## src/rtl/alm_pkg.sv

```systemverilog
package alm_pkg;

    localparam int BCD_W     = 8;
    localparam int WDAY_N    = 7;
    localparam int WDAY_W    = $clog2(WDAY_N + 1);
    localparam int ADDR_W    = 3;
    localparam int IRQ_N     = 2;
    localparam int MIN_KEEP  = 7;
    localparam int HOUR_KEEP = 6;

    // Control bit positions decoded by software
    localparam int EN_ALM_BIT  = 4;
    localparam int EN_TICK_BIT = 3;

    // Channel index == status bit position
    localparam int CH_ALM  = 0;
    localparam int CH_TICK = 1;

    typedef enum logic [ADDR_W-1:0] {
        RS_CTRL  = 3'd0,
        RS_AMIN  = 3'd1,
        RS_AHOUR = 3'd2,
        RS_AMASK = 3'd3,
        RS_STAT  = 3'd4
    } reg_sel_e;

    typedef struct packed {
        logic [BCD_W-1:0]  sec;
        logic [BCD_W-1:0]  min;
        logic [BCD_W-1:0]  hour;
        logic [WDAY_W-1:0] wday;
    } now_t;

    typedef struct packed {
        logic              alm_en;
        logic              tick_en;
        logic [BCD_W-1:0]  amin;
        logic [BCD_W-1:0]  ahour;
        logic [WDAY_N-1:0] amask;
    } cfg_t;

    function automatic logic [BCD_W-1:0] keep_low(input logic [BCD_W-1:0] v, input int n);
        logic [BCD_W-1:0] r;
        for (int i = 0; i < BCD_W; i++) begin
            r[i] = (i < n) ? v[i] : 1'b0;
        end
        return r;
    endfunction

endpackage

```

## src/rtl/alm_regs.sv

```systemverilog
module alm_regs
    import alm_pkg::*;
(
    input  logic              clk,
    input  logic              rst,
    input  logic              reg_wr,
    input  logic [ADDR_W-1:0] reg_addr,
    input  logic [BCD_W-1:0]  reg_wdata,
    input  logic [IRQ_N-1:0]  stat,
    output cfg_t              cfg,
    output logic [IRQ_N-1:0]  w1c,
    output logic [IRQ_N-1:0]  kill,
    output logic [BCD_W-1:0]  rdata
);

    logic wr_ctrl;
    logic wr_stat;

    assign wr_ctrl = reg_wr && (reg_addr == RS_CTRL);
    assign wr_stat = reg_wr && (reg_addr == RS_STAT);

    always_ff @(posedge clk) begin
        if (rst) begin
            cfg <= '0;
        end else if (reg_wr) begin
            case (reg_addr)
                RS_CTRL: begin
                    cfg.alm_en  <= reg_wdata[EN_ALM_BIT];
                    cfg.tick_en <= reg_wdata[EN_TICK_BIT];
                end
                RS_AMIN:  cfg.amin  <= keep_low(reg_wdata, MIN_KEEP);
                RS_AHOUR: cfg.ahour <= keep_low(reg_wdata, HOUR_KEEP);
                RS_AMASK: cfg.amask <= reg_wdata[WDAY_N-1:0];
                default: ;
            endcase
        end
    end

    // Clearing strobes toward the flag bank
    always_comb begin
        for (int i = 0; i < IRQ_N; i++) begin
            w1c[i] = wr_stat && reg_wdata[i];
        end
        kill[CH_ALM]  = wr_ctrl && !reg_wdata[EN_ALM_BIT];
        kill[CH_TICK] = wr_ctrl && !reg_wdata[EN_TICK_BIT];
    end

    always_comb begin
        rdata = '0;
        case (reg_addr)
            RS_CTRL: begin
                rdata[EN_ALM_BIT]  = cfg.alm_en;
                rdata[EN_TICK_BIT] = cfg.tick_en;
            end
            RS_AMIN:  rdata = cfg.amin;
            RS_AHOUR: rdata = cfg.ahour;
            RS_AMASK: rdata = BCD_W'(cfg.amask);
            RS_STAT:  rdata = BCD_W'(stat);
            default:  rdata = '0;
        endcase
    end

endmodule

```

## src/rtl/alm_match.sv

```systemverilog
module alm_match
    import alm_pkg::*;
(
    input  logic             sec_tick,
    input  now_t             now,
    input  cfg_t             cfg,
    output logic [IRQ_N-1:0] evt
);

    logic [WDAY_N-1:0] day_hit;
    logic              sec_zero;
    logic              hm_equal;

    generate
        for (genvar d = 0; d < WDAY_N; d++) begin : g_day
            assign day_hit[d] = cfg.amask[d] && (now.wday == WDAY_W'(d));
        end
    endgenerate

    assign sec_zero = (now.sec == '0);
    assign hm_equal = (now.min == cfg.amin) && (now.hour == cfg.ahour);

    assign evt[CH_ALM]  = sec_tick && sec_zero && hm_equal && (|day_hit);
    assign evt[CH_TICK] = sec_tick;

endmodule

```

## src/rtl/alm_flags.sv

```systemverilog
module alm_flags #(
    parameter int N = 2
) (
    input  logic         clk,
    input  logic         rst,
    input  logic [N-1:0] evt,
    input  logic [N-1:0] en,
    input  logic [N-1:0] w1c,
    input  logic [N-1:0] kill,
    output logic [N-1:0] stat,
    output logic [N-1:0] irq
);

    generate
        for (genvar i = 0; i < N; i++) begin : g_ch
            logic flag;
            // priority: enable clear > new event > software clear
            always_ff @(posedge clk) begin
                if (rst)                  flag <= 1'b0;
                else if (kill[i])         flag <= 1'b0;
                else if (evt[i] && en[i]) flag <= 1'b1;
                else if (w1c[i])          flag <= 1'b0;
            end
            assign stat[i] = flag;
            assign irq[i]  = flag && en[i];
        end
    endgenerate

endmodule

```

## src/rtl/alm_irq_unit.sv

```systemverilog
module alm_irq_unit
    import alm_pkg::*;
(
    input  logic              clk,
    input  logic              rst,
    input  logic              sec_tick,
    input  logic [BCD_W-1:0]  cur_sec,
    input  logic [BCD_W-1:0]  cur_min,
    input  logic [BCD_W-1:0]  cur_hour,
    input  logic [WDAY_W-1:0] cur_wday,
    input  logic              reg_wr,
    input  logic [ADDR_W-1:0] reg_addr,
    input  logic [BCD_W-1:0]  reg_wdata,
    output logic [BCD_W-1:0]  reg_rdata,
    output logic              irq_alarm,
    output logic              irq_tick
);

    now_t             now;
    cfg_t             cfg;
    logic [IRQ_N-1:0] evt;
    logic [IRQ_N-1:0] en;
    logic [IRQ_N-1:0] w1c;
    logic [IRQ_N-1:0] kill;
    logic [IRQ_N-1:0] stat;
    logic [IRQ_N-1:0] irq;
    logic             en_alm;
    logic             en_tick;

    assign now.sec  = cur_sec;
    assign now.min  = cur_min;
    assign now.hour = cur_hour;
    assign now.wday = cur_wday;

    assign en_alm      = cfg.alm_en;
    assign en_tick     = cfg.tick_en;
    assign en[CH_ALM]  = en_alm;
    assign en[CH_TICK] = en_tick;

    alm_regs u_regs (
        .clk       (clk),
        .rst       (rst),
        .reg_wr    (reg_wr),
        .reg_addr  (reg_addr),
        .reg_wdata (reg_wdata),
        .stat      (stat),
        .cfg       (cfg),
        .w1c       (w1c),
        .kill      (kill),
        .rdata     (reg_rdata)
    );

    alm_match u_match (
        .sec_tick (sec_tick),
        .now      (now),
        .cfg      (cfg),
        .evt      (evt)
    );

    alm_flags #(.N(IRQ_N)) u_flags (
        .clk  (clk),
        .rst  (rst),
        .evt  (evt),
        .en   (en),
        .w1c  (w1c),
        .kill (kill),
        .stat (stat),
        .irq  (irq)
    );

    assign irq_alarm = irq[CH_ALM];
    assign irq_tick  = irq[CH_TICK];

endmodule

```

## config.mk

```make
export PLATFORM = sky130hd
export DESIGN_NAME = alm_irq_unit
export DESIGN_NICKNAME = d
export VERILOG_FILES = /design/src/rtl/alm_pkg.sv /design/src/rtl/alm_regs.sv /design/src/rtl/alm_match.sv /design/src/rtl/alm_flags.sv /design/src/rtl/alm_irq_unit.sv
export SDC_FILE = /design/constraint.sdc
export NUM_CORES = 1
export LEC_CHECK = 0
export BUFFER_PORTS_ARGS = -buffer_cell sky130_fd_sc_hd__buf_2
export CAP_MARGIN = 5
export CELL_PAD_IN_SITES_DETAIL_PLACEMENT = 0
export CELL_PAD_IN_SITES_GLOBAL_PLACEMENT = 1
export CORE_MARGIN = 8
export CORE_UTILIZATION = 32
export DETAILED_ROUTE_END_ITERATION = 10
export PLACE_DENSITY = 0.74
export SYNTH_ARGS = -nofsm -noshare
export SYNTH_HDL_FRONTEND = slang
export SYNTH_SLANG_ARGS = --single-unit
```

## constraint.sdc

```tcl
create_clock -name clk -period 1.3 [get_ports clk]
set_input_delay 0 -clock clk [delete_from_list [all_inputs] [get_ports clk]]
set_output_delay 0 -clock clk [all_outputs]
set_load 0.05 [all_outputs]
```

==> metrics.cfg <==
[outcome]
status=finished with violations
violations=negative setup slack

[detailed_routing]
drc_errors=0
wl_mm=4.36
wl_per_cell_um=16.1
wl_met3_um=282
drt_iter0_drc=60
highest_layer=met4
post_drt_via_cell_ratio=4.95
wl_met1_mm=1.89
dr.pass1.iters=4
wl_met2_mm=2.14
vias=1341
drtAntennaViolNets=0

[timing]
setup-violations-final=4
final.min_clock_period_ns=1.46
timing.hold.ws_ns=0.0151
hold_viol_final=0
drv_slew=0
clock_skew_ns=0.00356
setup_ws_ns=-0.155
rsz0062_at_grt=true
min_period_over_period_pct=112
fmax_ghz=0.687

[power_and_ir_drop]
leakagePower_uw=0.000827
ir_drop_v=0.000567
p_per_area_nw_per_um2=745

[global_route]
grt_usage_pct=13.7
grt_pass1_wl_mm=6.88
grt_max_degree=25
grt_overflow_total=0
antenna_found_initial=0
grt_pass1_vias=1398

[synth]
synthFlopType=dfxtp_1
synthCells=154
synthArstFlopShare_pct=0
yosysWarnings=0
ys_seq_elements=24
synth.avg_cell_area_um2=8.92
ys_seq_area_share_pct=35.0
syn_nets=196
syn-cell-area_um2=1370
synth_edf_count=0
synth.distinct_cells=35

[worst_setup_path]
path_class=reg -> out
reg2reg_depth=5
cp-end-kind=primary output
required_ns=1.30
worstPathArrival_ns=1.46
crit_fanout=2
start_kind=register

[place]
dpl_worst_slack_ns=-0.168
port_buffers=49
dp.cells=265
place.gp.congestion=0.796
dp_hpwl_mm=3.46

[finish]
area.growth.synth_to_final_pct=45.7
layout-drive-gt1-share_pct=44.3
stdcell_count=271
layout_common_cells=44 x buf_2, 21 x nor2_1, 19 x nand2_1, 17 x mux2i_1, 17 x dfxtp_1
layout_commonest_cell=buf_2
fillers=401
nets=263
diodes=0

[clock_tree]
cts-buffers-inserted=3
clock_latency_ns=0.26
htreeDepth=1
clockBufferDepth=2
cts_tree=done
clock_sinks=24
cts_root_buf=clkbuf_8
cts.clk_slew.worst_paths_ns=0.08

[floorplanning]
die_w_um=81.5
core_area_um2=4230
rows=24
dieArea_um2=6650
boundaryPins=52
start_util_pct=32.4
die_h_um=81.5

[flow_run]
max_cap_violations=0

[worst_hold_path]
hold_path_depth=3
hold_path_class=in -> reg

power by group:
part	internal [uW]	switching (uW)	leakage, uW
logic	144	153	0.000608
registers	750	14.0	0.000198
clock network	207	223	0.0000216
total	1100	391	0.000827
path summary, 6_finish.rpt:
| path | from | end | slack (ns) |
|---|---|---|---|
| worst max-delay path | u_regs.cfg[4]$_SDFFE_PP0P_ | reg_rdata[4] | -0.16 |
| worst min register to register | u_regs.cfg[5]$_SDFFE_PP0P_ | u_regs.cfg[5]$_SDFFE_PP0P_ | 0.48 |
| worst max register to register | u_regs.cfg[18]$_SDFFE_PP0P_ | u_flags.g_ch[0].flag$_SDFFE_PP0P_ | -0.11 |
| worst min-delay path | reg_wdata[1] | u_regs.cfg[1]$_SDFFE_PP0P_ | 0.02 |
per-stage QoR:
stage	setup TNS, ns	cell area, um^2	power, uW	util [%]
after floorplan	0	1390	912	-
after global placement	-0.0902	1790	1050	42.4
after detailed placement	-0.168	1790	1040	42.4
after CTS	-0.459	1970	1500	46.4
after global routing	-0.661	2000	1550	47.3
final	-0.424	2000	1490	47.3
flip-flops by register name, indices dropped and copies added (netlist names):
name,cells
u_regs.cfg,22
u_flags.g_ch.flag,2
cell usage after synthesis, types with 2 or more instances:
cell | count | area (um^2)
a21oi_1 | 7 | 35.0
a22oi_1 | 5 | 37.5
and2_1 | 3 | 18.8
buf_2 | 3 | 15.0
clkbuf_1 | 3 | 11.3
dfxtp_1 | 24 | 480
mux2_1 | 2 | 22.5
mux2i_1 | 17 | 170
mux4_2 | 2 | 45.0
nand2_1 | 19 | 71.3
nand3_1 | 6 | 30.0
nor2_1 | 21 | 78.8
nor2b_1 | 6 | 37.5
nor3_1 | 3 | 15.0
o211ai_1 | 2 | 15.0
xnor2_1 | 11 | 96.3
xor2_1 | 2 | 17.5
logic make-up after synthesis:
logic type / Yosys count / share of synthesized area, %
other: 1 / 0.273
flip-flops: 24 / 35.0
multiplexers: 22 / 19.2
AO/OA/AOI/OAI: 17 / 8.65
buffers and inverters: 8 / 2.73
XOR/XNOR: 13 / 8.29
AND/OR/NAND/NOR: 69 / 25.9
critical path, stage by stage, from the launching register on:
cell,delay [ns]
dfxtp_2,0.33
buf_6,0.11
mux4_2,0.46
nor2b_4,0.14
buf_6,0.15
timing repair:
item | 4_1_cts | 5_1_grt
endpoints found under the hold margin | 4 | 0
pin swaps | 0 | 2
hold buffers | 3 | 0
resized for setup | 28 | 8
setup buffers | 0 | 0
endpoints found under the setup margin | 5 | 5
gates cloned | 0 | 0
metal layers:
layer  vias to the layer above  track usage, %
met5                         -               0
met4                         0            4.29
met3                         5            3.94
met2                        34            23.5
met1                       633            15.9
li1                        669               -
final cells by class:
cell class	count	area, um^2	area share [%]
Clock buffer	3	41.3	2.06
Timing Repair Buffer	70	457	22.8
Multi-Input combinational cell	122	950	47.4
Sequential cell	24	489	24.4
Tap cell	52	65.1	3.25
No activity file was read; power rests on OpenSTA's default activity.
